## src/rtl/vlc_pkg.sv

```systemverilog
package vlc_pkg;
  typedef enum logic [1:0] {
    ST_IDLE  = 2'd0,
    ST_SWAP  = 2'd1,
    ST_ISSUE = 2'd2,
    ST_WAIT  = 2'd3
  } ctl_state_e;
endpackage

```

## src/rtl/l1_store.sv

```systemverilog
module l1_store #(
  parameter int SETS   = 4,
  parameter int TAG_W  = 8,
  parameter int LINE_W = 128
) (
  input  logic                    clk,
  input  logic                    rst_n,
  input  logic [$clog2(SETS)-1:0] rd_idx,
  output logic                    rd_valid,
  output logic [TAG_W-1:0]        rd_tag,
  output logic [LINE_W-1:0]       rd_line,
  input  logic                    wr_en,
  input  logic [$clog2(SETS)-1:0] wr_idx,
  input  logic [TAG_W-1:0]        wr_tag,
  input  logic [LINE_W-1:0]       wr_line
);
  logic [SETS-1:0]   set_valid;
  logic [TAG_W-1:0]  set_tag  [SETS];
  logic [LINE_W-1:0] set_line [SETS];

  always_ff @(posedge clk) begin
    if (!rst_n) set_valid <= '0;
    else if (wr_en) set_valid[wr_idx] <= 1'b1;
  end

  always_ff @(posedge clk) begin
    if (wr_en) begin
      set_tag[wr_idx]  <= wr_tag;
      set_line[wr_idx] <= wr_line;
    end
  end

  assign rd_valid = set_valid[rd_idx];
  assign rd_tag   = set_tag[rd_idx];
  assign rd_line  = set_line[rd_idx];
endmodule

```

## src/rtl/victim_store.sv

```systemverilog
module victim_store #(
  parameter int DEPTH  = 4,
  parameter int LA_W   = 10,
  parameter int LINE_W = 128
) (
  input  logic                     clk,
  input  logic                     rst_n,
  input  logic [LA_W-1:0]          look_la,
  output logic                     hit,
  output logic [$clog2(DEPTH)-1:0] hit_slot,
  output logic [LINE_W-1:0]        hit_line,
  output logic [DEPTH-1:0]         match_vec,
  input  logic                     ins_en,
  input  logic [LA_W-1:0]          ins_la,
  input  logic [LINE_W-1:0]        ins_line,
  input  logic                     swap_en,
  input  logic [$clog2(DEPTH)-1:0] swap_slot,
  input  logic                     swap_valid,
  input  logic [LA_W-1:0]          swap_la,
  input  logic [LINE_W-1:0]        swap_line
);
  localparam int SW = $clog2(DEPTH);

  logic [DEPTH-1:0]  ent_valid;
  logic [LA_W-1:0]   ent_la   [DEPTH];
  logic [LINE_W-1:0] ent_line [DEPTH];
  logic [SW-1:0]     rot_ptr;
  logic [SW-1:0]     ins_slot;
  logic              all_full;

  genvar g;
  generate
    for (g = 0; g < DEPTH; g++) begin : g_cmp
      assign match_vec[g] = ent_valid[g] && (ent_la[g] == look_la);
    end
  endgenerate

  // lowest matching entry, lowest empty entry
  always_comb begin
    hit_slot = '0;
    ins_slot = rot_ptr;
    for (int i = DEPTH - 1; i >= 0; i--) begin
      if (match_vec[i])  hit_slot = SW'(i);
      if (!ent_valid[i]) ins_slot = SW'(i);
    end
  end

  function automatic logic [SW-1:0] next_ptr(input logic [SW-1:0] p);
    return (p == SW'(DEPTH - 1)) ? '0 : p + SW'(1);
  endfunction

  assign hit      = |match_vec;
  assign hit_line = ent_line[hit_slot];
  assign all_full = &ent_valid;

  always_ff @(posedge clk) begin
    if (!rst_n) begin
      ent_valid <= '0;
      rot_ptr   <= '0;
    end else if (ins_en) begin
      ent_valid[ins_slot] <= 1'b1;
      if (all_full) rot_ptr <= next_ptr(rot_ptr);
    end else if (swap_en) begin
      ent_valid[swap_slot] <= swap_valid;
    end
  end

  always_ff @(posedge clk) begin
    if (ins_en) begin
      ent_la[ins_slot]   <= ins_la;
      ent_line[ins_slot] <= ins_line;
    end else if (swap_en) begin
      ent_la[swap_slot]   <= swap_la;
      ent_line[swap_slot] <= swap_line;
    end
  end

  // a line lives in at most one buffer entry
  assert_unique_entry_R5: assert property (@(posedge clk) disable iff (!rst_n)
    $onehot0(match_vec));
endmodule

```

## src/rtl/victim_l1_cache.sv

```systemverilog
module victim_l1_cache #(
  parameter int ADDR_W     = 12,
  parameter int DATA_W     = 32,
  parameter int LINE_WORDS = 4,
  parameter int L1_SETS    = 4,
  parameter int VB_DEPTH   = 4
) (
  input  logic                                  clk,
  input  logic                                  rst_n,
  input  logic                                  req_valid,
  input  logic [ADDR_W-1:0]                     req_addr,
  output logic                                  req_ready,
  output logic                                  rsp_valid,
  output logic [DATA_W-1:0]                     rsp_data,
  output logic                                  mem_req_valid,
  output logic [ADDR_W-$clog2(LINE_WORDS)-1:0]  mem_req_line,
  input  logic                                  mem_rsp_valid,
  input  logic [DATA_W*LINE_WORDS-1:0]          mem_rsp_line
);
  import vlc_pkg::*;

  localparam int OFF_W  = $clog2(LINE_WORDS);
  localparam int IDX_W  = $clog2(L1_SETS);
  localparam int LA_W   = ADDR_W - OFF_W;
  localparam int TAG_W  = LA_W - IDX_W;
  localparam int LINE_W = DATA_W * LINE_WORDS;
  localparam int SW     = $clog2(VB_DEPTH);

  function automatic logic [LA_W-1:0] line_of(input logic [ADDR_W-1:0] a);
    return a[ADDR_W-1:OFF_W];
  endfunction
  function automatic logic [OFF_W-1:0] off_of(input logic [ADDR_W-1:0] a);
    return a[OFF_W-1:0];
  endfunction
  function automatic logic [DATA_W-1:0] pick_word(input logic [LINE_W-1:0] l,
                                                  input logic [OFF_W-1:0] o);
    return l[o*DATA_W +: DATA_W];
  endfunction

  ctl_state_e          st;
  logic [ADDR_W-1:0]   cur_addr;
  logic [ADDR_W-1:0]   act_addr;
  logic [LA_W-1:0]     act_la;
  logic [IDX_W-1:0]    act_idx;
  logic [TAG_W-1:0]    act_tag;
  logic [OFF_W-1:0]    act_off;

  logic                l1_v;
  logic [TAG_W-1:0]    l1_tag;
  logic [LINE_W-1:0]   l1_line;
  logic                l1_wr;
  logic [LINE_W-1:0]   l1_wr_line;
  logic                vb_hit;
  logic [SW-1:0]       vb_slot;
  logic [LINE_W-1:0]   vb_line;
  logic [VB_DEPTH-1:0] vb_match;
  logic                l1_hit;

  // named internal events
  logic ev_accept, ev_l1_hit, ev_vb_hit, ev_miss, ev_swap, ev_fill;

  assign act_addr = (st == ST_IDLE) ? req_addr : cur_addr;
  assign act_la   = line_of(act_addr);
  assign act_idx  = act_la[IDX_W-1:0];
  assign act_tag  = act_la[LA_W-1:IDX_W];
  assign act_off  = off_of(act_addr);

  assign l1_hit    = l1_v && (l1_tag == act_tag);
  assign ev_accept = req_valid && (st == ST_IDLE);
  assign ev_l1_hit = ev_accept && l1_hit;
  assign ev_vb_hit = ev_accept && !l1_hit && vb_hit;
  assign ev_miss   = ev_accept && !l1_hit && !vb_hit;
  assign ev_swap   = (st == ST_SWAP);
  assign ev_fill   = (st == ST_WAIT) && mem_rsp_valid;

  assign l1_wr      = ev_swap || ev_fill;
  assign l1_wr_line = ev_swap ? vb_line : mem_rsp_line;

  l1_store #(.SETS(L1_SETS), .TAG_W(TAG_W), .LINE_W(LINE_W)) u_l1 (
    .clk(clk), .rst_n(rst_n),
    .rd_idx(act_idx), .rd_valid(l1_v), .rd_tag(l1_tag), .rd_line(l1_line),
    .wr_en(l1_wr), .wr_idx(act_idx), .wr_tag(act_tag), .wr_line(l1_wr_line)
  );

  victim_store #(.DEPTH(VB_DEPTH), .LA_W(LA_W), .LINE_W(LINE_W)) u_vb (
    .clk(clk), .rst_n(rst_n),
    .look_la(act_la), .hit(vb_hit), .hit_slot(vb_slot), .hit_line(vb_line),
    .match_vec(vb_match),
    .ins_en(ev_fill && l1_v), .ins_la({l1_tag, act_idx}), .ins_line(l1_line),
    .swap_en(ev_swap), .swap_slot(vb_slot), .swap_valid(l1_v),
    .swap_la({l1_tag, act_idx}), .swap_line(l1_line)
  );

  always_ff @(posedge clk) begin
    if (!rst_n) begin
      st        <= ST_IDLE;
      cur_addr  <= '0;
      rsp_valid <= 1'b0;
      rsp_data  <= '0;
    end else begin
      rsp_valid <= 1'b0;
      case (st)
        ST_IDLE: if (ev_accept) begin
          cur_addr <= req_addr;
          if (l1_hit) begin
            rsp_valid <= 1'b1;
            rsp_data  <= pick_word(l1_line, act_off);
          end else if (vb_hit) st <= ST_SWAP;
          else                 st <= ST_ISSUE;
        end
        ST_SWAP: begin
          rsp_valid <= 1'b1;
          rsp_data  <= pick_word(vb_line, act_off);
          st        <= ST_IDLE;
        end
        ST_ISSUE: st <= ST_WAIT;
        ST_WAIT: if (mem_rsp_valid) begin
          rsp_valid <= 1'b1;
          rsp_data  <= pick_word(mem_rsp_line, act_off);
          st        <= ST_IDLE;
        end
        default: st <= ST_IDLE;
      endcase
    end
  end

  assign req_ready     = (st == ST_IDLE);
  assign mem_req_valid = (st == ST_ISSUE);
  assign mem_req_line  = act_la;

  assert_hit_next_cycle_R2: assert property (@(posedge clk) disable iff (!rst_n)
    ev_l1_hit |=> rsp_valid && req_ready && !mem_req_valid);
  assert_swap_extra_cycle_R3: assert property (@(posedge clk) disable iff (!rst_n)
    ev_vb_hit |=> (!rsp_valid && !req_ready && !mem_req_valid) ##1 rsp_valid);
  assert_miss_requests_R4: assert property (@(posedge clk) disable iff (!rst_n)
    ev_miss |=> mem_req_valid && !req_ready);
  assert_fill_responds_R4: assert property (@(posedge clk) disable iff (!rst_n)
    ev_fill |=> rsp_valid && req_ready);
  assert_single_request_R7: assert property (@(posedge clk) disable iff (!rst_n)
    mem_req_valid |=> !mem_req_valid);
  assert_l1_vb_exclusive_R3: assert property (@(posedge clk) disable iff (!rst_n)
    (st == ST_IDLE) |-> !(l1_hit && vb_hit));
endmodule

```

## config.mk

```make
export PLATFORM = sky130hd
export DESIGN_NAME = victim_l1_cache
export DESIGN_NICKNAME = d
export VERILOG_FILES = /design/src/rtl/vlc_pkg.sv /design/src/rtl/l1_store.sv /design/src/rtl/victim_store.sv /design/src/rtl/victim_l1_cache.sv
export SDC_FILE = /design/constraint.sdc
export NUM_CORES = 1
export LEC_CHECK = 0
export BUFFER_PORTS_ARGS = -buffer_cell sky130_fd_sc_hd__buf_4
export CORE_ASPECT_RATIO = 0.9
export CORE_MARGIN = 8
export CORE_UTILIZATION = 28
export CTS_CLUSTER_SIZE = 24
export DETAILED_ROUTE_END_ITERATION = 7
export REMOVE_ABC_BUFFERS = 1
export SLEW_MARGIN = 20
export SYNTH_ARGS = -nofsm -noshare
export SYNTH_HDL_FRONTEND = slang
export SYNTH_SLANG_ARGS = --single-unit
```

## constraint.sdc

```tcl
create_clock -name clk -period 18.45 [get_ports clk]
set_clock_uncertainty 0.15 [all_clocks]
set_input_delay 3.69 -clock clk [delete_from_list [all_inputs] [get_ports clk]]
set_output_delay 3.69 -clock clk [all_outputs]
set_load 0.05 [all_outputs]
```

==> results.json <==
{
  "overflow": 0,
  "htreeDepth": 3,
  "rows": 146,
  "grt_pass1_vias": 30700,
  "grt_usage_pct": 16.0,
  "ios": 189,
  "tightest_slew_ps": 1110,
  "cts-root-buf": "clkbuf_16",
  "finalCritPeriodShare_pct": 49.1,
  "numCtsBuffers": 117,
  "place_area_mm2": 0.0533,
  "setup-violations-final": 0,
  "cts.hold.buffers_added": 0,
  "final_common_cell": "edfxtp_1",
  "core-area_mm2": 0.175,
  "grt_max_degree": 130,
  "worstSetupPathType": "in -> out",
  "synth_cells": 3234,
  "maxSlewViolCount": 0,
  "yosysSeqAreaShare_pct": 69.2,
  "layout_common_cells": "1,096 x edfxtp_1, 294 x nand2_1, 260 x buf_4",
  "die_y_um": 414,
  "leakage_nw": 18.5,
  "timing.fmax_mhz": 110,
  "syn_area_per_cell_um2": 15.2,
  "synthArstFlopShare_pct": 0,
  "fillers": 16800,
  "die_w_um": 458,
  "io_buffers": 188,
  "ys_ff_latch": 1153,
  "post_cts_buffers": 0,
  "dp_hpwl_um": 92400,
  "end_kind": "primary output",
  "dp_slack_ps": 8900,
  "finalInstanceArea_mm2": 0.0573,
  "regArea_mm2": 0.0341,
  "firstDrtPassIters": 8,
  "synth_warnings": 0,
  "vias": 32100,
  "power.density_cell_area_mw_per_mm2": 110,
  "drive_above_1_share_pct": 20.2,
  "wl_per_cell_um": 27.7,
  "grt_pass1_wl_um": 228000,
  "syn_area_mm2": 0.0492,
  "rsz0062_at_grt": "false",
  "cts_tree": "done",
  "gp_congestion": 0.867,
  "min_path_type": "reg -> reg",
  "arrival_ps": 5220,
  "layout_setup_ws_ps": 9390,
  "drv_cap": 0,
  "synth-main-ff-cell": "edfxtp_1",
  "yosysUniqueCellTypes": 83,
  "syn2layout_area_growth_pct": 16.5,
  "clock_sinks": 1153,
  "start_util_pct": 28.1,
  "startpoint_type": "input pin",
  "relSlewSlack_pct": 25.8,
  "drt_iter0_markers": 3822,
  "drt-total-wl_um": 159000,
  "status": "complete, no violations",
  "antenna_found_initial": 20,
  "fin_tns_setup_ps": 0,
  "cts_buffer_depth": 3,
  "cp.required_ps": 14610,
  "hold_viol_final": 0,
  "clkTransAtPathRegs_ps": 60,
  "synth-edff-count": 1096,
  "cp_max_fo": 47,
  "multi_input_area_mm2": 0.0142,
  "die-area_mm2": 0.189,
  "ir_drop_mv": 0.0655,
  "avgViaCountPerCell": 5.58,
  "drc_errors": 0,
  "period_minus_slack_ps": 9060,
  "ant_nets": 0,
  "post_cts_resized": 0,
  "clock_latency_ps": 700,
  "final_nets": 3482
}
path summary, 6_finish.rpt:
| kind | startpoint | slack (ps) | to | cells after the start |
|---|---|---|---|---|
| setup / recovery | req_addr[3] | 9390 | mem_req_line[1] | 5 |
| hold / removal | u_l1.set_valid[1]$_SDFFE_PN0P_ | 330 | u_l1.set_valid[1]$_SDFFE_PN0P_ | 2 |
| setup reg to reg | st[0]$_SDFFE_PN0P_ | 11240 | u_vb.ent_line[2][13]$_DFFE_PP_ | 14 |
| hold reg to reg | u_l1.set_valid[1]$_SDFFE_PN0P_ | 330 | u_l1.set_valid[1]$_SDFFE_PN0P_ | 2 |
Yosys cell counts, types with 5 or more instances:
master | number | area, um^2
a221oi_1 | 112 | 981
o31ai_1 | 33 | 248
a2bb2oi_1 | 51 | 447
buf_2 | 37 | 185
a221o_1 | 64 | 641
a31oi_1 | 6 | 37.5
and3_1 | 37 | 231
nand2_1 | 298 | 1120
buf_1 | 12 | 45.0
a2bb2oi_2 | 15 | 225
xnor2_1 | 38 | 333
dfxtp_1 | 57 | 1140
o2111ai_1 | 39 | 342
mux4_2 | 129 | 2910
o221ai_1 | 5 | 43.8
nor2_1 | 102 | 383
nor4_1 | 38 | 238
o21ai_0 | 209 | 1050
xor2_1 | 8 | 70.1
a221oi_2 | 48 | 721
o22ai_1 | 6 | 37.5
a22oi_1 | 5 | 37.5
mux2i_1 | 22 | 220
a211oi_1 | 40 | 300
a311oi_1 | 65 | 569
clkbuf_1 | 225 | 845
a211o_1 | 32 | 280
and2_1 | 9 | 56.3
nand3_1 | 9 | 45.0
nor3_1 | 77 | 385
o2bb2ai_1 | 31 | 272
nand4_1 | 70 | 438
o311ai_0 | 33 | 289
edfxtp_1 | 1096 | 32900
inv_1 | 29 | 109
nand2b_1 | 8 | 50.1
a21oi_1 | 58 | 290
metrics by stage:
| step | hold slack [ps] | utilization, % | power [mW] | instances |
|---|---|---|---|---|
| finish | 330 | 32.7 | 6.30 | 5742 |
| CTS | 326 | 32.7 | 6.33 | 5731 |
| detailed placement | 316 | 30.4 | 3.86 | 5512 |
| global route | 354 | 32.7 | 6.48 | 5733 |
| global placement | 303 | 30.4 | 3.84 | 5512 |
| floorplan | 282 | - | 3.60 | 2953 |
cell families (layout without fill, tap and decap cells):
| group | count (synthesis) | after routing | synth area share, % |
|---|---|---|---|
| AO/OA/AOI/OAI | 887 | 887 | 14.5 |
| XOR/XNOR | 46 | 46 | 0.819 |
| adder cells (fa/ha/maj) | 1 | 1 | 0.0254 |
| buffers and inverters | 314 | 517 | 2.58 |
| flip-flops | 1153 | 1153 | 69.2 |
| multiplexers | 155 | 155 | 6.47 |
| other | 0 | 11 | 0 |
| AND/OR/NAND/NOR | 678 | 678 | 6.47 |
critical path: stages:
cell and delay (ps):
buf_4 120, nor3b_2 310, nor2_2 190, inv_6 540, buf_4 350
state kept, by name (all words and copies together) (netlist names):
register	flops
u_l1.set_line	512
u_vb.rot_ptr	2
rsp_data	32
u_vb.ent_la	40
u_l1.set_valid	4
u_vb.ent_valid	4
st	2
u_vb.ent_line	512
u_l1.set_tag	32
cur_addr	12
rsp_valid	1
final cells by class:
| class | count | area share (%) |
|---|---|---|
| flip-flops and latches | 1153 | 59.4 |
| multi-input cells | 1767 | 24.7 |
| clock buffers | 148 | 5.47 |
| well taps | 2294 | 5.01 |
| repair buffers | 265 | 3.58 |
| clock inverters | 71 | 1.58 |
| inverters | 33 | 0.233 |
| diodes | 11 | 0.0480 |
power by group:
group          total, mW  internal, mW  switching (mW)
logic              0.752         0.239           0.513
registers           3.05          3.02          0.0316
clock network       2.49          1.48            1.01
per-layer routing:
layer	vias to the layer above	wire length, um	GRT usage [%]
li1	13600	-	-
met1	16400	63100	21.0
met2	1736	75100	26.1
met3	323	14900	3.69
met4	18	6040	5.78
met5	-	137	0
No activity file was read; power rests on OpenSTA's default activity.
